### src/rtl/cbc_pkg.sv
`timescale 1ns/1ps
package cbc_pkg;

    // Control field chosen by address bits [14:13] of a lower-half write.
    typedef enum logic [1:0] {
        CF_RAM_GATE = 2'd0,
        CF_ROM_SEL  = 2'd1,
        CF_WIN_SEL  = 2'd2,
        CF_SNAPSHOT = 2'd3
    } ctl_field_e;

    // Coarse decode of the bus address (bits [15:13]).
    typedef enum logic [1:0] {
        RG_ROM_FIXED,
        RG_ROM_SWITCH,
        RG_WINDOW,
        RG_OTHER
    } region_e;

    typedef struct packed {
        logic [8:0] day;
        logic [7:0] hour;
        logic [7:0] minute;
        logic [7:0] second;
    } wall_time_t;

    localparam int CLK_REGS   = 5;
    localparam int CLK_IDX_W  = 3;
    localparam int RAM_BANK_W = 2;
    localparam int WIN_OFS_W  = 13;
    localparam int ROM_OFS_W  = 14;
    localparam int RAM_ADDR_W = RAM_BANK_W + WIN_OFS_W;

    localparam logic [7:0] OPEN_BUS     = 8'hFF;
    localparam logic [7:0] RAM_ON_CODE  = 8'h0A;
    localparam logic [7:0] RAM_OFF_CODE = 8'h00;
    localparam logic [7:0] CLK_SEL_LO   = 8'h08;
    localparam logic [7:0] CLK_SEL_HI   = 8'h0C;
    localparam logic [7:0] RAM_SEL_LIM  = 8'h04;
    localparam logic [7:0] SNAP_TAKE    = 8'h01;
    localparam logic [7:0] SNAP_RELEASE = 8'h00;

    function automatic region_e region_of(input logic [2:0] top3);
        region_e r;
        if (!top3[2])           r = top3[1] ? RG_ROM_SWITCH : RG_ROM_FIXED;
        else if (top3 == 3'b101) r = RG_WINDOW;
        else                    r = RG_OTHER;
        return r;
    endfunction

    function automatic logic [6:0] bank_no_zero(input logic [6:0] v);
        return (v == 7'd0) ? 7'd1 : v;
    endfunction

endpackage

### src/rtl/cbc_ctrl_regs.sv
`timescale 1ns/1ps
module cbc_ctrl_regs
    import cbc_pkg::*;
#(
    parameter int ROM_BANKS  = 64,
    parameter int ROM_BANK_W = $clog2(ROM_BANKS)
) (
    input  logic                   clk,
    input  logic                   rst,
    input  logic                   ctl_wr,
    input  logic [1:0]             ctl_field,
    input  logic [7:0]             wdata,
    output logic                   ram_en,
    output logic [ROM_BANK_W-1:0]  rom_bank,
    output logic [RAM_BANK_W-1:0]  ram_bank,
    output logic                   clk_map,
    output logic [CLK_IDX_W-1:0]   clk_idx,
    output logic                   snap_held,
    output logic                   snap_take
);

    ctl_field_e             field;
    logic [6:0]             bank7;
    logic [ROM_BANK_W-1:0]  bank_wrapped;
    logic                   sel_ram, sel_clk;

    assign field = ctl_field_e'(ctl_field);
    assign bank7 = bank_no_zero(wdata[6:0]);

    // Power-of-two bank count: modulo is a plain truncation or extension.
    generate
        if (ROM_BANK_W < 7) begin : g_wrap_trunc
            assign bank_wrapped = bank7[ROM_BANK_W-1:0];
        end else if (ROM_BANK_W == 7) begin : g_wrap_exact
            assign bank_wrapped = bank7;
        end else begin : g_wrap_extend
            assign bank_wrapped = {{(ROM_BANK_W-7){1'b0}}, bank7};
        end
    endgenerate

    assign sel_ram   = (wdata < RAM_SEL_LIM);
    assign sel_clk   = (wdata >= CLK_SEL_LO) && (wdata <= CLK_SEL_HI);
    assign snap_take = ctl_wr && (field == CF_SNAPSHOT) && (wdata == SNAP_TAKE) && !snap_held;

    always_ff @(posedge clk) begin
        if (rst) begin
            ram_en    <= 1'b0;
            rom_bank  <= ROM_BANK_W'(1);
            ram_bank  <= '0;
            clk_map   <= 1'b0;
            clk_idx   <= '0;
            snap_held <= 1'b0;
        end else if (ctl_wr) begin
            unique case (field)
                CF_RAM_GATE: begin
                    if (wdata == RAM_ON_CODE)       ram_en <= 1'b1;
                    else if (wdata == RAM_OFF_CODE) ram_en <= 1'b0;
                end
                CF_ROM_SEL: rom_bank <= bank_wrapped;
                CF_WIN_SEL: begin
                    if (sel_ram) begin
                        ram_bank <= wdata[RAM_BANK_W-1:0];
                        clk_map  <= 1'b0;
                    end else if (sel_clk) begin
                        clk_idx  <= wdata[CLK_IDX_W-1:0];
                        clk_map  <= 1'b1;
                    end
                end
                CF_SNAPSHOT: begin
                    if (snap_take)
                        snap_held <= 1'b1;
                    else if (snap_held && wdata == SNAP_RELEASE)
                        snap_held <= 1'b0;
                end
                default: ;
            endcase
        end
    end

endmodule

### src/rtl/cbc_clock_file.sv
`timescale 1ns/1ps
module cbc_clock_file
    import cbc_pkg::*;
(
    input  logic                          clk,
    input  logic                          rst,
    input  logic                          snap_take,
    input  wall_time_t                    now,
    input  logic                          reg_we,
    input  logic [CLK_IDX_W-1:0]          reg_idx,
    input  logic [7:0]                    reg_wdata,
    output logic [CLK_REGS-1:0][7:0]      file_q,
    output logic [7:0]                    reg_rdata
);

    logic [CLK_REGS-1:0][7:0] snap_val;

    always_comb begin
        snap_val[0] = now.second;
        snap_val[1] = now.minute;
        snap_val[2] = now.hour;
        snap_val[3] = now.day[7:0];
        snap_val[4] = {file_q[4][7:4], 3'b000, now.day[8]};
    end

    generate
        for (genvar i = 0; i < CLK_REGS; i++) begin : g_reg
            always_ff @(posedge clk) begin
                if (rst)
                    file_q[i] <= 8'h00;
                else if (snap_take)
                    file_q[i] <= snap_val[i];
                else if (reg_we && reg_idx == CLK_IDX_W'(i))
                    file_q[i] <= reg_wdata;
            end
        end
    endgenerate

    always_comb begin
        reg_rdata = OPEN_BUS;
        for (int i = 0; i < CLK_REGS; i++)
            if (reg_idx == CLK_IDX_W'(i)) reg_rdata = file_q[i];
    end

endmodule

### src/rtl/cbc_bus_steer.sv
`timescale 1ns/1ps
module cbc_bus_steer
    import cbc_pkg::*;
#(
    parameter int ROM_BANK_W = 6,
    parameter int ROM_ADDR_W = ROM_BANK_W + ROM_OFS_W
) (
    input  logic [15:0]             addr,
    input  logic                    wr,
    input  logic                    ram_en,
    input  logic                    clk_map,
    input  logic [ROM_BANK_W-1:0]   rom_bank,
    input  logic [RAM_BANK_W-1:0]   ram_bank,
    input  logic [7:0]              rom_rdata,
    input  logic [7:0]              ram_rdata,
    input  logic [7:0]              clk_rdata,
    output logic [7:0]              rdata,
    output logic [ROM_ADDR_W-1:0]   rom_addr,
    output logic [RAM_ADDR_W-1:0]   ram_addr,
    output logic                    ram_we,
    output logic                    clk_we,
    output logic                    ctl_wr
);

    region_e region;

    assign region   = region_of(addr[15:13]);
    assign ram_addr = {ram_bank, addr[WIN_OFS_W-1:0]};
    assign ctl_wr   = wr && !addr[15];
    assign clk_we   = wr && (region == RG_WINDOW) && clk_map;
    assign ram_we   = wr && (region == RG_WINDOW) && !clk_map && ram_en;

    always_comb begin
        rom_addr = {{ROM_BANK_W{1'b0}}, addr[ROM_OFS_W-1:0]};
        if (region == RG_ROM_SWITCH)
            rom_addr = {rom_bank, addr[ROM_OFS_W-1:0]};
    end

    always_comb begin
        unique case (region)
            RG_ROM_FIXED, RG_ROM_SWITCH: rdata = rom_rdata;
            RG_WINDOW: begin
                if (clk_map)     rdata = clk_rdata;
                else if (ram_en) rdata = ram_rdata;
                else             rdata = OPEN_BUS;
            end
            default: rdata = OPEN_BUS;
        endcase
    end

endmodule

### src/rtl/cart_bank_ctrl.sv
`timescale 1ns/1ps
module cart_bank_ctrl
    import cbc_pkg::*;
#(
    parameter int ROM_BANKS  = 64,
    parameter int ROM_BANK_W = $clog2(ROM_BANKS),
    parameter int ROM_ADDR_W = ROM_BANK_W + ROM_OFS_W
) (
    input  logic                    clk,
    input  logic                    rst,
    input  logic [15:0]             bus_addr,
    input  logic                    bus_wr,
    input  logic [7:0]              bus_wdata,
    output logic [7:0]              bus_rdata,
    input  logic [7:0]              rom_rdata,
    output logic [ROM_ADDR_W-1:0]   rom_addr,
    input  logic [7:0]              ram_rdata,
    output logic [RAM_ADDR_W-1:0]   ram_addr,
    output logic                    ram_we,
    input  logic [7:0]              time_sec,
    input  logic [7:0]              time_min,
    input  logic [7:0]              time_hour,
    input  logic [8:0]              time_day
);

    logic                      ram_en_q, clk_map_q, snap_held_q, snap_take;
    logic [ROM_BANK_W-1:0]     rom_bank_q;
    logic [RAM_BANK_W-1:0]     ram_bank_q;
    logic [CLK_IDX_W-1:0]      clk_idx_q;
    logic                      ctl_wr, clk_we;
    logic [7:0]                clk_rdata;
    logic [CLK_REGS-1:0][7:0]  clk_file;
    wall_time_t                now;

    assign now = '{day: time_day, hour: time_hour, minute: time_min, second: time_sec};

    cbc_bus_steer #(.ROM_BANK_W(ROM_BANK_W), .ROM_ADDR_W(ROM_ADDR_W)) u_steer (
        .addr      (bus_addr),
        .wr        (bus_wr),
        .ram_en    (ram_en_q),
        .clk_map   (clk_map_q),
        .rom_bank  (rom_bank_q),
        .ram_bank  (ram_bank_q),
        .rom_rdata (rom_rdata),
        .ram_rdata (ram_rdata),
        .clk_rdata (clk_rdata),
        .rdata     (bus_rdata),
        .rom_addr  (rom_addr),
        .ram_addr  (ram_addr),
        .ram_we    (ram_we),
        .clk_we    (clk_we),
        .ctl_wr    (ctl_wr)
    );

    cbc_ctrl_regs #(.ROM_BANKS(ROM_BANKS), .ROM_BANK_W(ROM_BANK_W)) u_regs (
        .clk       (clk),
        .rst       (rst),
        .ctl_wr    (ctl_wr),
        .ctl_field (bus_addr[14:13]),
        .wdata     (bus_wdata),
        .ram_en    (ram_en_q),
        .rom_bank  (rom_bank_q),
        .ram_bank  (ram_bank_q),
        .clk_map   (clk_map_q),
        .clk_idx   (clk_idx_q),
        .snap_held (snap_held_q),
        .snap_take (snap_take)
    );

    cbc_clock_file u_clock (
        .clk       (clk),
        .rst       (rst),
        .snap_take (snap_take),
        .now       (now),
        .reg_we    (clk_we),
        .reg_idx   (clk_idx_q),
        .reg_wdata (bus_wdata),
        .file_q    (clk_file),
        .reg_rdata (clk_rdata)
    );

endmodule

### config.mk
export PLATFORM = sky130hd
export DESIGN_NAME = cart_bank_ctrl
export DESIGN_NICKNAME = d
export VERILOG_FILES = /design/src/rtl/cbc_pkg.sv /design/src/rtl/cbc_ctrl_regs.sv /design/src/rtl/cbc_clock_file.sv /design/src/rtl/cbc_bus_steer.sv /design/src/rtl/cart_bank_ctrl.sv
export SDC_FILE = /design/constraint.sdc
export NUM_CORES = 1
export LEC_CHECK = 0
export BUFFER_PORTS_ARGS = -buffer_cell sky130_fd_sc_hd__buf_4
export CORE_MARGIN = 2
export CORE_UTILIZATION = 54
export CTS_BUF_LIST = sky130_fd_sc_hd__clkbuf_8
export DETAILED_ROUTE_END_ITERATION = 10
export PLACE_DENSITY = 0.85
export SETUP_SLACK_MARGIN = 0.02
export SLEW_MARGIN = 20
export SYNTH_ARGS = -nofsm -noshare
export SYNTH_HDL_FRONTEND = slang
export SYNTH_SLANG_ARGS = --single-unit
### constraint.sdc
create_clock -name clk -period 4.3 [get_ports clk]
set_input_delay 0.43 -clock clk [delete_from_list [all_inputs] [get_ports clk]]
set_output_delay 0.43 -clock clk [all_outputs]
set_load 0.05 [all_outputs]
# After elaboration in Yosys (flattened, before gate mapping)
# Cells that the tools add are included.
# classes
magnitude_cmp	3
eq_ne	12
mux	29
bitwise_logic	2
n_reduce_logical	40
# op_table
cell	n
$mux 8	15
$mux 20	1
$pmux 8 s2	1
$reduce_bool 2->1	8
$logic_and 1x1->1	15
$reduce_and 3->1	4
$mux 1	10
$eq 8x1->1 const B	1
$eq 8x4->1 const B	1
$ge 8x4->1 const B	1
$le 8x4->1 const B	1
$logic_not 8->1	1
$lt 8x3->1 const B	1
$logic_not 7->1	1
$eq 2x2->1 const B	3
$eq 3x2->1 const B	2
$eq 3x3->1 const B	2
$mux 6	1
$eq 2x1->1 const B	2
$logic_not 2->1	2
$reduce_and 2->1	2
$reduce_and 4->1	1
$reduce_or 2->1	2
$eq 3x1->1 const B	1
other kinds (4)	7
# word_totals
register_bits	54
out_inout_bits	44
word_cells	99

# Longest topological paths before layout
# logic_depth
word_depth	9
ltp_mapped	6

# By module
# From an unflattened synthesis, not the netlist that was laid out.
# unflattened
hier_cells	376
hier_area_um2	3382.0
# by_module_without_submodules
module	instances	cells_each	area_per_inst_um2
cbc_clock_file	1	243	2316.0
cbc_ctrl_regs	1	62	614.3
cbc_bus_steer	1	71	451.7

# Worst setup path before layout
# OpenSTA, ideal clock, no wires.
# synth_path
path_kind	input port to output port
startpoint	input bus_addr[14]
endpoint	output bus_rdata[0]
arrival_time_ns	2.149
required_time_ns	3.870
setup_slack_ns	1.721
stages	5
n_path_buf	1
path_cell_list	and4b_1 -> buf_2 -> nand3_1 -> o22ai_1 -> nor3_1
# synth_via
elab_chain_len	6
elab_cells_between_ends	9
# synth_lines
item	line_no	text
start: declaration	cart_bank_ctrl.sv:11	input logic [15:0] bus_addr,
$eq 3x3->1	cbc_pkg.sv:46	else if (top3 == 3'b101) r = RG_WINDOW;
$mux 1	cbc_pkg.sv:46	
$mux 2 *	cbc_pkg.sv:45	if (!top3[2]) r = top3[1] ? RG_ROM_SWITCH : RG_ROM_FIXED;
$eq 2x1->1 / $logic_not 2->1 (equally long branches)	cbc_bus_steer.sv:40	unique case (region)
$reduce_or 2->1	cbc_bus_steer.sv:40	
$pmux 8 s2 *	cbc_bus_steer.sv:40	
end: declaration	cart_bank_ctrl.sv:14	output logic [7:0] bus_rdata,
# Every way passes the cells marked *; elsewhere a longest branch is shown, timed or not.

# Final worst setup path
# layout_path
startpoint	register u_regs.clk_idx[0]
endpoint	output bus_rdata[1]
# layout_via
elab_chain_len	8
elab_cells_between_ends	12
# layout_lines
item	line_no	text
start: declaration	cbc_ctrl_regs.sv:17	output logic [CLK_IDX_W-1:0] clk_idx,
start signal: assignment	cbc_ctrl_regs.sv:65	clk_idx <= wdata[CLK_IDX_W-1:0];
$logic_not 3->1	cbc_clock_file.sv:42	if (reg_idx == CLK_IDX_W'(i)) reg_rdata = file_q[i];
$mux 8 (4 in series)	cbc_clock_file.sv:42	
$mux 8 *	cbc_clock_file.sv:42	
$mux 8 *	cbc_bus_steer.sv:43	if (clk_map) rdata = clk_rdata;
$pmux 8 s2 *	cbc_bus_steer.sv:40	
# Marks and branches as above.

==> results.json <==
{
  "yosysTopAreaCell": "dfxtp_1",
  "post_cts_resized": 0,
  "min_period_ns": 2.70,
  "synth_area_leaders": "dfxtp_1 (36%), nor2_1 (7.2%), mux2i_1 (6.9%)",
  "pwr-share-seq": 0.542,
  "dr.pass1.iters": 8,
  "rsz0062_at_grt": "no",
  "clk_pin_slew_worst_paths_ns": 0.10,
  "cts_setup_buffers": 0,
  "layout.nets": 468,
  "p_sw_w": 0.000239,
  "dr.first_iter.drc_count": 388,
  "ys.flop_type": "dfxtp_1",
  "whs_endpoint": "u_clock.file_q[31]",
  "synth_seq_cells": 54,
  "ios": 120,
  "ys_warn_count": 0,
  "wl_per_cell_um": 18.2,
  "wl_met1_um": 3460,
  "synth.distinct_cells": 41,
  "portBuffers": 80,
  "start_util": 0.555,
  "worst_setup_path_end_kind": "primary output",
  "status": "complete, no violations",
  "wl_met2_um": 3890,
  "synth_top_cell_area_share": 0.356,
  "fin_area_um2": 3520,
  "synth.most_common_cell": "nor2_1",
  "crit_path_top_delay_cell": "dfxtp_1",
  "antenna_found_initial": 0,
  "dpl.hpwl_um": 5930,
  "placed_area_um2": 3420,
  "gr-total-overflow": 0,
  "gp_congestion": 0.891,
  "p_clk_frac": 0.331,
  "critical-path-max-stage-delay_ns": 0.88,
  "tightest_slew_ns": 0.834,
  "maxCapViolations": 0,
  "grt_usage": 0.276,
  "p_leak_nw": 1.49,
  "syn_area_um2": 3040,
  "ys_seq_area_frac": 0.356,
  "critPathMaxFanout": 19,
  "cts-root-to-sink-buffers": 2,
  "synth_edf_count": 0,
  "skew_ns": 0.00986,
  "cts_tree": "done",
  "cellPowerDensity_nw_per_um2": 263,
  "grt_max_degree": 62,
  "coreArea_um2": 5470,
  "ff2ff_path_depth": 4,
  "syn_to_final_growth_pct": 16.0,
  "finalSetupViolCount": 0,
  "fin_cells": 465,
  "diodes": 0,
  "final_layout_size_suffix_gt1_frac": 0.262,
  "hp-start": "time_day[7]",
  "cp_cell_sequence": "nor2_1, nand3_1, o22ai_1, nor3_1, buf_4",
  "crit_arrival_ns": 2.27,
  "viasPerCell": 6.19,
  "hold_path_class": "in2reg",
  "root_buffer": "clkbuf_8",
  "num_vias": 2879,
  "grt_pass1_vias": 2704,
  "r2r_start": "u_regs.clk_idx[0]",
  "wl_um": 8450,
  "synth_nets": 434,
  "maxSlewViolCount": 0,
  "met3WireLength_um": 788,
  "slew-limit-headroom": 0.443,
  "period_share": 0.629,
  "dieArea_um2": 6240,
  "combPwrFrac": 0.127,
  "fp.dieW_um": 79.0,
  "numCtsBuffers": 5,
  "reg2reg_slack_ns": 2.28,
  "top_layer": "met4",
  "insertion_delay_ns": 0.31,
  "hold_viol_final": 0,
  "hold_buffers": 0,
  "rr_endpoint": "u_clock.file_q[3]",
  "fp.dieH_um": 79.0,
  "dpl.cell_count": 457,
  "netSwitchingFraction": 0.258,
  "cp-start-kind": "flop",
  "ant_nets": 0,
  "grt_pass1_wl_um": 13500,
  "synth_top_cells_by_count": "nor2_1 (58), dfxtp_1 (54), buf_4 (27), o21ai_0 (25), mux2i_1 (21)",
  "ys_async_sr_fraction": 0,
  "peakVddDrop_v": 0.000156,
  "avgSynthCellArea_um2": 8.48,
  "critical_path_required_ns": 3.87,
  "rows": 27,
  "drc": 0,
  "htree_num_levels": 2,
  "fmax_mhz": 370,
  "p_int_w": 0.000687,
  "worstHoldPathCells": 3,
  "final.setup.tns_ns": 0,
  "worstSetupPathType": "reg2out",
  "cts_sinks": 54,
  "syn_inst": 358
}
[sequential cells by signal (all words and copies together) (netlist names)]
register and cells:
u_regs.rom_bank 6, u_clock.file_q 40, u_regs.clk_map 1, u_regs.snap_held 1
u_regs.ram_bank 2, u_regs.clk_idx 3, u_regs.ram_en 1
[layer usage]
metal / vias up / global-route usage
met3: 39 / 0.0477
met4: 0 / 0.124
met5: - / 0
li1: 1329 / -
met2: 158 / 0.434
met1: 1353 / 0.373
[how the worst max path moves through the flow]
stage | from | end | slack (ns) | cells past startpoint
floorplan | bus_addr[14] | bus_rdata[0] | 1.72 | 5
global placement | bus_addr[15] | bus_rdata[4] | 2.05 | 6
detailed placement | u_regs.clk_idx[0] | bus_rdata[1] | 1.94 | 5
CTS | u_regs.clk_idx[0] | bus_rdata[1] | 1.59 | 5
global route | u_regs.clk_idx[0] | bus_rdata[1] | 1.41 | 5
finish | u_regs.clk_idx[0] | bus_rdata[1] | 1.60 | 5
[placed cells by master, fill, tap and decap left out, types with 2 or more instances in the layout]
| cell type | instances |
|---|---|
| a22oi_1 | 2 |
| and4b_1 | 3 |
| a21oi_1 | 5 |
| clkbuf_8 | 6 |
| inv_1 | 14 |
| mux4_2 | 8 |
| nand4_2 | 2 |
| a21boi_1 | 6 |
| mux2i_1 | 21 |
| nor2_1 | 58 |
| nand4_1 | 3 |
| nand3_1 | 9 |
| dfxtp_1 | 54 |
| o22ai_1 | 8 |
| a211oi_1 | 2 |
| o21ai_0 | 25 |
| nor2b_1 | 5 |
| nand4b_1 | 2 |
| nand2_1 | 12 |
| nor4b_1 | 2 |
| and2_1 | 7 |
| a221oi_1 | 17 |
| buf_4 | 82 |
| a31oi_1 | 9 |
| nor4bb_1 | 2 |
| nor3_1 | 12 |
| a311oi_1 | 3 |
[critical path: cells and delay by family (launching register included)]
family | cells | cell delay [ns]
simple gates | 3 | 0.69
compound gates | 1 | 0.15
buf+inv | 1 | 0.24
flops | 1 | 0.88
[power groups by stage]
stage | clock [W] | combinational, W | sequential, W
floorplan | 0 | 0.000116 | 0.000513
global placement | 0 | 0.000115 | 0.000513
detailed placement | 0 | 0.000116 | 0.000513
CTS | 0.000307 | 0.000116 | 0.000502
global route | 0.000325 | 0.000124 | 0.000502
finish | 0.000307 | 0.000117 | 0.000502
[logic make-up after synthesis]
logic type,share of synthesized area
AO/OA/AOI/OAI,0.170
multiplexers,0.129
AND/OR/NAND/NOR,0.223
flip-flops,0.356
buffers and inverters,0.122
[area by class of cell]
type | count | area, µm²
inverters | 14 | 52.6
repair buffers | 82 | 616
multi-input cells | 235 | 1580
flip-flops and latches | 54 | 1080
clock inverters | 2 | 16.3
fillers | 473 | 1950
clock buffers | 6 | 82.6
well taps | 72 | 90.1
[stage by stage]
step | power, W | worst slack (ns) | hold slack (ns) | util
4_1_cts | 0.000925 | 1.59 | 0.401 | 0.644
2_1_floorplan | 0.000629 | 1.72 | 0.441 | -
3_5_place_dp | 0.000629 | 1.94 | 0.457 | 0.626
3_3_place_gp | 0.000628 | 2.05 | 0.451 | 0.626
5_1_grt | 0.000951 | 1.41 | 0.404 | 0.644
6_report | 0.000926 | 1.60 | 0.403 | 0.644
Note: power is estimated with default switching activity, not from simulation.
